## config.mk

```make
export PLATFORM = sky130hd
export DESIGN_NAME = stopclk_gate_ctrl
export DESIGN_NICKNAME = d
export VERILOG_FILES = /design/src/rtl/stopclk_pkg.sv /design/src/rtl/stopclk_slot.sv /design/src/rtl/stopclk_fsm.sv /design/src/rtl/stopclk_gate_ctrl.sv
export SDC_FILE = /design/constraint.sdc
export NUM_CORES = 1
export LEC_CHECK = 0
export ABC_CLOCK_PERIOD_IN_PS = 2300
export BUFFER_PORTS_ARGS = -buffer_cell sky130_fd_sc_hd__buf_4
export CAP_MARGIN = 20
export CELL_PAD_IN_SITES_DETAIL_PLACEMENT = 1
export CELL_PAD_IN_SITES_GLOBAL_PLACEMENT = 2
export CORE_MARGIN = 10
export CORE_UTILIZATION = 28
export CTS_CLUSTER_SIZE = 24
export DETAILED_ROUTE_END_ITERATION = 16
export PLACE_DENSITY = 0.82
export SYNTH_ARGS = -nofsm -noshare
export SYNTH_HDL_FRONTEND = slang
export SYNTH_HIERARCHICAL = 1
export SYNTH_SLANG_ARGS = --single-unit
```

## constraint.sdc

```tcl
create_clock -name clk -period 2.3 [get_ports clk]
set_clock_uncertainty 0.1 [all_clocks]
set_input_delay 0.115 -clock clk [delete_from_list [all_inputs] [get_ports clk]]
set_output_delay 0.115 -clock clk [all_outputs]
set_load 0.005 [all_outputs]
```

## src/rtl/stopclk_pkg.sv

```systemverilog
package stopclk_pkg;

    typedef enum logic [0:0] {
        PM_RUN  = 1'b0,
        PM_STOP = 1'b1
    } pm_state_e;

    typedef struct packed {
        pm_state_e st;
        logic      wake;
    } fsm_regs_t;

    typedef struct packed {
        logic pend;
        logic gate;
    } slot_regs_t;

endpackage

```

## src/rtl/stopclk_slot.sv

```systemverilog
module stopclk_slot
    import stopclk_pkg::*;
(
    input  logic clk,
    input  logic rst_n,
    input  logic stopped,
    input  logic wake_all,
    input  logic osc_on,
    input  logic osc_ready,
    input  logic req,
    input  logic frame_done,
    input  logic frame_wake,
    output logic gate,
    output logic pending,
    output logic wake_hit
);

    slot_regs_t s_d, s_q;
    logic       hit;
    logic       release_req;

    always_comb begin
        hit         = frame_done & s_q.gate & stopped;
        wake_hit    = hit & frame_wake;
        release_req = hit & ~frame_wake;
        s_d         = s_q;
        if (!stopped || wake_all) begin
            s_d = '0;
        end else begin
            s_d.pend = (s_q.pend & ~release_req) | req;
            s_d.gate = s_d.pend & osc_on & osc_ready;
        end
    end

    always_ff @(posedge clk or negedge rst_n) begin
        if (!rst_n) s_q <= '0;
        else        s_q <= s_d;
    end

    assign gate    = s_q.gate;
    assign pending = s_q.pend;

endmodule

```

## src/rtl/stopclk_fsm.sv

```systemverilog
module stopclk_fsm
    import stopclk_pkg::*;
(
    input  logic clk,
    input  logic rst_n,
    input  logic wait_req,
    input  logic deep_sleep,
    input  logic any_wake,
    output logic stopped,
    output logic wake_pulse
);

    fsm_regs_t f_d, f_q;

    always_comb begin
        f_d      = f_q;
        f_d.wake = 1'b0;
        unique case (f_q.st)
            PM_RUN: begin
                if (wait_req && deep_sleep) f_d.st = PM_STOP;
            end
            PM_STOP: begin
                if (any_wake) begin
                    f_d.st   = PM_RUN;
                    f_d.wake = 1'b1;
                end
            end
            default: f_d.st = PM_RUN;
        endcase
    end

    always_ff @(posedge clk or negedge rst_n) begin
        if (!rst_n) f_q <= '{st: PM_RUN, wake: 1'b0};
        else        f_q <= f_d;
    end

    assign stopped    = (f_q.st == PM_STOP);
    assign wake_pulse = f_q.wake;

endmodule

```

## src/rtl/stopclk_gate_ctrl.sv

```systemverilog
module stopclk_gate_ctrl
    import stopclk_pkg::*;
#(
    parameter  int N_I2C      = 4,
    parameter  int N_UART     = 5,
    parameter  int N_LPUART   = 1,
    parameter  int N_CORE_CLK = 4,
    localparam int NP         = N_I2C + N_UART + N_LPUART
) (
    input  logic                  clk,
    input  logic                  rst_n,
    input  logic                  wait_req,
    input  logic                  deep_sleep,
    input  logic [NP-1:0]         per_req,
    input  logic [NP-1:0]         per_frame_done,
    input  logic [NP-1:0]         per_frame_wake,
    input  logic                  hsi_rdy,
    output logic                  hsi_en,
    output logic                  hse_en,
    output logic                  pll_en,
    output logic                  bor_en,
    output logic [N_CORE_CLK-1:0] core_clk_en,
    output logic [NP-1:0]         per_clk_en,
    output logic                  wakeup
);

    logic          stopped;
    logic          wake_pulse;
    logic          any_wake;
    logic          any_pend;
    logic [NP-1:0] slot_gate;
    logic [NP-1:0] slot_pend;
    logic [NP-1:0] slot_wake;

    assign any_wake = |slot_wake;
    assign any_pend = |slot_pend;

    stopclk_fsm u_fsm (
        .clk        (clk),
        .rst_n      (rst_n),
        .wait_req   (wait_req),
        .deep_sleep (deep_sleep),
        .any_wake   (any_wake),
        .stopped    (stopped),
        .wake_pulse (wake_pulse)
    );

    for (genvar i = 0; i < NP; i++) begin : g_slot
        stopclk_slot u_slot (
            .clk        (clk),
            .rst_n      (rst_n),
            .stopped    (stopped),
            .wake_all   (any_wake),
            .osc_on     (any_pend),
            .osc_ready  (hsi_rdy),
            .req        (per_req[i]),
            .frame_done (per_frame_done[i]),
            .frame_wake (per_frame_wake[i]),
            .gate       (slot_gate[i]),
            .pending    (slot_pend[i]),
            .wake_hit   (slot_wake[i])
        );
    end

    always_comb begin
        core_clk_en = stopped ? '0 : '1;
        per_clk_en  = stopped ? slot_gate : '1;
        pll_en      = ~stopped;
        hse_en      = ~stopped;
        hsi_en      = ~stopped | any_pend;
        bor_en      = 1'b1;
        wakeup      = wake_pulse;
    end

endmodule

```

==> flow_summary.yaml, run 1 <==
cts:
  cts_max_level: 1
  cts_tree: "yes"
  clk_pin_slew_ps: 80
  cts.sinks: 22
  cts_setup_buffers: 0
  numCtsBuffers: 3
  cts.path.max_buffers: 2
  clock_latency_ps: 250
  cts-root-buf: "clkbuf_8"
logic_synthesis:
  syn_nets: 158
  synth_cell_types: 18
  avgSynthCellArea_sq_um: 10.5
  ys_seq_elements: 22
  syn-instance-count: 123
  syn_area_sq_um: 1300
  yosysSeqAreaShare: 0.425
  yosysWarnings: 6
pwr:
  p_sw_frac: 0.378
  p_switching_mw: 0.738
  power_frac_comb: 0.539
  p_clk_frac: 0.120
  internal_power_mw: 1.22
  p_leak_nw: 0.883
  pwr-share-seq: 0.341
  max-vdd-ir-drop_mv: 0.414
  power.density_nw_per_um2: 1090
routing:
  drt_first_pass_iters: 4
  via_count: 1156
  drt-initial-drc-count: 73
  ant_nets: 0
  viasPerCell: 5.12
  drc: 0
  wire_per_inst_um: 17.8
  routed_wl_um: 4030
layout:
  final_util: 0.406
  final_cell_mix: "53 x buf_4, 22 x dfrtp_1, 20 x nand2b_1"
  syn_to_final_growth_pct: 38.2
  diodes: 0
  final_common_cell: "buf_4"
  multi_input_area_sq_um: 703
  layout-drive-gt1-share: 0.414
  num-nets-final: 211
  seqCellArea_sq_um: 551
  n_fill_cell: 514
worst_setup_path:
  crit_slowest_cell: "dfrtp_1"
  critPathKind: "reg2reg"
  critical_path.max_fanout: 28
  critPathArrivalTime_ps: 2180
  worst-path-buf-inv: 1
  slowest_delay_ps: 420
  cp_cell_sequence: "buf_12 > and4_1 > nor4_1 > nand3_2 > nand2b_1 > nor4_2"
  cp_top_family: "simple AND/OR/NAND/NOR gates"
  required_ps: 2360
  start_kind: "flip-flop"
  worstSetupEndpointType: "flip-flop"
global_route:
  antenna_found_initial: 0
  grt_max_degree: 29
  overflow: 0
  grt_pass1_vias: 1294
  grt_usage: 0.107
  grt_pass1_wl_um: 6670
placement:
  dp_hpwl_um: 3270
  port-buffer-count: 52
  gp_congestion: 0.759
die:
  core-area_sq_um: 4410
  die_h_um: 88.0
  initial_utilization: 0.294
  fp-row-count: 24
  io_pins: 54
  die_x_um: 88.0
  fp.dieArea_sq_um: 7750
sta:
  hold_viol_final: 0
  fmax_ghz: 0.471
  rsz0062_at_grt: "no"
  period_needed_ps: 2120
  setup_viol: 0
  min_period_over_period: 0.923
  hold-worst-slack_ps: 18.2
  tns_ps: 0
  slew_viol_final: 0
flow_run:
  max_cap_viol_count: 0
run_status:
  status: "completed"
worst_hold_path:
  hold_class: "in2reg"
[logic make-up after synthesis]
kind of cell  Yosys count  share of synthesized area
mux                     1                    0.00772
flops                  22                      0.425
other cells             1                    0.00289
simple gates           91                      0.523
buf+inv                 8                     0.0415
[metrics by stage]
stage / std cells / setup WS, ps / cell area, sq um / power (mW)
detailed placement: 222 / 22.8 / 1730 / 1.75
global placement: 222 / 38.9 / 1730 / 1.70
floorplan: 123 / 374 / 1300 / 1.27
finish: 226 / 178 / 1790 / 1.96
global route: 226 / 2.65 / 1790 / 2.15
CTS: 226 / 72.2 / 1790 / 1.99
[layout make-up]
| type | count | share of cell area |
|---|---|---|
| Timing Repair Buffer | 55 | 0.239 |
| Sequential cell | 22 | 0.307 |
| Multi-Input combinational cell | 93 | 0.392 |
| Inverter | 1 | 0.00209 |
| Clock buffer | 3 | 0.0230 |
| Tap cell | 52 | 0.0363 |
[worst paths after layout]
check / cells after the start / slack (ps) / endpoint / start
max in group asynchronous: 2 / 1670 / g_slot[6].u_slot/pending$_DFF_PN0_ / rst_n
worst max register to register: 6 / 180 / g_slot[6].u_slot/gate$_DFF_PN0_ / u_fsm/stopped$_DFF_PN0_
min in group asynchronous: 2 / 190 / g_slot[9].u_slot/gate$_DFF_PN0_ / rst_n
worst max-delay path: 6 / 180 / g_slot[6].u_slot/gate$_DFF_PN0_ / u_fsm/stopped$_DFF_PN0_
worst min register to register: 2 / 520 / g_slot[8].u_slot/pending$_DFF_PN0_ / g_slot[8].u_slot/pending$_DFF_PN0_
worst min-delay path: 3 / 20 / u_fsm/stopped$_DFF_PN0_ / deep_sleep
[sequential cells by signal, summed over array words and instances, names as in the netlist]
signal,count
g_slot.u_slot/pending,10
u_fsm/stopped,1
g_slot.u_slot/gate,10
u_fsm/wake_pulse,1
[power by group through the flow]
stage                     sequential, mW  combinational [mW]  clock (mW)
after floorplan                    0.668               0.601           0
after global placement             0.665                1.04           0
after detailed placement           0.676                1.07           0
after CTS                          0.667                1.08       0.244
after global routing               0.689                1.19       0.267
final                              0.666                1.05       0.235
[layer usage]
metal / track usage / vias to the layer above / share of wire / routed length, um
met2: 0.177 / 43 / 0.48 / 1920
met1: 0.134 / 563 / 0.44 / 1760
li1: - / 546 / - / -
met5: 0 / - / 0 / 0
met3: 0.0241 / 4 / 0.071 / 285
met4: 0.0399 / 0 / 0.015 / 62
[synthesized netlist by cell type]
library cell / instances / area [sq um]
nor3_1: 10 / 50.1
nor4_2: 10 / 125
mux2i_1: 1 / 10.0
nand2_1: 11 / 41.3
buf_4: 6 / 45.0
buf_2: 1 / 5.00
and4_1: 10 / 87.6
conb_1: 1 / 3.75
nor2_1: 12 / 45.0
dfrtp_1: 22 / 551
inv_1: 1 / 3.75
nand3_1: 2 / 10.0
nor4_1: 2 / 12.5
nand2b_1: 20 / 125
and2_2: 1 / 7.51
nand4_1: 1 / 6.26
and4bb_1: 10 / 125
nor4_4: 2 / 42.5
[worst min-delay path: stages]
cell and delay [ps]:
buf_4 100, nand2_1 50, mux2i_1 60
[repair_timing]
| action | 4_1_cts | 5_1_grt |
|---|---|---|
| pin swaps | 0 | 1 |
| resized for setup | 1 | 1 |
| hold endpoints to repair | 22 | 0 |
| hold buffers | 1 | 0 |
| setup endpoints to repair | 1 | 20 |
(Power assumes the default switching activity.)
==> inputs of run 2 (changes only) <==
--- a/config.mk
+++ b/config.mk
@@ -5,16 +5,16 @@
 export SDC_FILE = /design/constraint.sdc
 export NUM_CORES = 1
 export LEC_CHECK = 0
-export ABC_CLOCK_PERIOD_IN_PS = 2300
+export ABC_CLOCK_PERIOD_IN_PS = 2500
 export BUFFER_PORTS_ARGS = -buffer_cell sky130_fd_sc_hd__buf_4
 export CAP_MARGIN = 20
 export CELL_PAD_IN_SITES_DETAIL_PLACEMENT = 1
 export CELL_PAD_IN_SITES_GLOBAL_PLACEMENT = 2
 export CORE_MARGIN = 10
-export CORE_UTILIZATION = 28
+export CORE_UTILIZATION = 30
 export CTS_CLUSTER_SIZE = 24
 export DETAILED_ROUTE_END_ITERATION = 16
-export PLACE_DENSITY = 0.82
+export PLACE_DENSITY = 0.87
 export SYNTH_ARGS = -nofsm -noshare
 export SYNTH_HDL_FRONTEND = slang
 export SYNTH_HIERARCHICAL = 1
==> constraint.sdc (replaced) <==
create_clock -name clk -period 2.5 [get_ports clk]
set_clock_uncertainty 0.1 [all_clocks]
set_input_delay 0.125 -clock clk [delete_from_list [all_inputs] [get_ports clk]]
set_output_delay 0.125 -clock clk [all_outputs]
set_load 0.005 [all_outputs]
==> run 2 against run 1 <==
Fmax is 8.9% lower. Non-clock buffer count unchanged. Combinational power shrank 11%.
==> flow_summary.yaml, run 2 (same netlist as run 1, synthesis figures left out) <==
layout:
  layout-drive-gt1-share: 0.411
  syn_to_final_growth_pct: 37.5
  n_fill_cell: 477
  final_common_cell: "buf_4"
  final_cell_mix: "54 x buf_4, 22 x dfrtp_1, 20 x nand2b_1"
  num-nets-final: 212
  multi_input_area_sq_um: 708
  seqCellArea_sq_um: 551
  diodes: 0
routing:
  via_count: 1158
  drc: 0
  drt_first_pass_iters: 4
  wire_per_inst_um: 17.9
  dr_wl_met2_um: 2050
  wirelength_met1_um: 1650
  met3_length_um: 318
  viasPerCell: 5.15
  ant_nets: 0
  maxUsedRoutingLayer: "met4"
  routed_wl_um: 4030
  drt-initial-drc-count: 65
global_route:
  grt_pass1_wl_um: 6730
  grt_usage: 0.110
  antenna_found_initial: 0
  grt_max_degree: 23
  overflow: 0
  grt_pass1_vias: 1364
sta:
  fmax_ghz: 0.429
  tns_ps: 0
  rsz0062_at_grt: "no"
  slew_viol_final: 0
  min_period_over_period: 0.932
  setup_viol: 0
  max-slew-margin-rel: 0.661
  worst_pin_slew_ps: 504
  hold_viol_final: 0
  period_needed_ps: 2330
worst_setup_path:
  worstSetupEndpointType: "flip-flop"
  crit_slowest_cell: "dfrtp_1"
  cp_top_family: "simple AND/OR/NAND/NOR gates"
  required_ps: 2560
  path_common_cell: "nor4_2"
  cp_cell_sequence: "buf_4 > and4_1 > nor4_2 > nand3_1 > nand2b_1 > nor4_2"
  worst-path-buf-inv: 1
  r2r_slack_ps: 170
  crit_start: "u_fsm/stopped$_DFF_PN0_"
  r2r_end: "g_slot[3].u_slot/gate$_DFF_PN0_"
  slowest_delay_ps: 520
  critPathKind: "reg2reg"
  r2r_cells: 6
  r2r_start: "u_fsm/stopped$_DFF_PN0_"
  critPathArrivalTime_ps: 2390
  start_kind: "flip-flop"
  critical_path.max_fanout: 13
placement:
  port-buffer-count: 52
  dp_hpwl_um: 3290
  gp_congestion: 0.815
die:
  io_pins: 54
  core-area_sq_um: 4090
  die_h_um: 85.7
  initial_utilization: 0.317
  fp-row-count: 23
  fp.dieArea_sq_um: 7350
  die_x_um: 85.7
pwr:
  max-vdd-ir-drop_mv: 0.334
  p_leak_nw: 0.884
  power.density_nw_per_um2: 1000
  fin_total_pwr_mw: 1.79
run_status:
  status: "completed"
flow_run:
  max_cap_viol_count: 0
cts:
  cts_max_level: 1
  cts_tree: "yes"
  clk_pin_slew_ps: 80
  numCtsBuffers: 3
  cts-root-buf: "clkbuf_8"
  cts.sinks: 22
  clock_latency_ps: 260
  cts.path.max_buffers: 2
worst_hold_path:
  hold_depth: 3
  min_to: "u_fsm/stopped$_DFF_PN0_"
  hold_class: "in2reg"
  worstHoldStart: "deep_sleep"
run 2: report_power, final:
group	total [mW]	internal, mW	switching (mW)
clock network	0.219	0.107	0.111
logic	0.939	0.498	0.442
registers	0.631	0.496	0.136
run 2: worst max path at each step:
stage / cells after the start / to / slack, ps
final: 6 / g_slot[3].u_slot/gate$_DFF_PN0_ / 170
after global routing: 5 / g_slot[3].u_slot/gate$_DFF_PN0_ / 20
after CTS: 6 / g_slot[6].u_slot/gate$_DFF_PN0_ / 60
after detailed placement: 6 / g_slot[6].u_slot/gate$_DFF_PN0_ / 90
after global placement: 6 / g_slot[7].u_slot/gate$_DFF_PN0_ / 240
after floorplan: 5 / g_slot[0].u_slot/gate$_DFF_PN0_ / 570
run 2: timing repair:
item | in CTS | in global routing
gates resized for setup | 0 | 2
endpoints found under the hold margin | 22 | 0
buffers inserted | 0 | 0
endpoints found under the setup margin | 0 | 20
hold buffers | 1 | 0
run 2: per-layer routing:
layer / GRT usage / vias to the layer above
li1: - / 552
met1: 0.123 / 566
met2: 0.193 / 38
met3: 0.0388 / 2
met4: 0.0269 / 0
met5: 0 / -
run 2: final cells by class:
class | count | share of cell area
Sequential cell | 22 | 0.309
Clock buffer | 3 | 0.0232
Tap cell | 50 | 0.0351
Multi-Input combinational cell | 94 | 0.397
Inverter | 1 | 0.00211
Timing Repair Buffer | 55 | 0.233
run 2: worst min-delay path: cells and delay by family:
family	cells	cell delay (ps)
multiplexers	1	60
buffers and inverters	1	110
AND/OR/NAND/NOR	1	50
run 2: per-stage QoR:
stage	util	instance area (sq um)	setup slack, ps	std cells	hold slack (ps)
after floorplan	-	1300	574	123	-271
after global placement	0.419	1710	237	220	-72.2
after detailed placement	0.419	1710	87.4	220	-60.7
after CTS	0.432	1770	62.5	224	19.1
after global routing	0.436	1780	19.5	225	32.0
final	0.436	1780	170	225	24.5
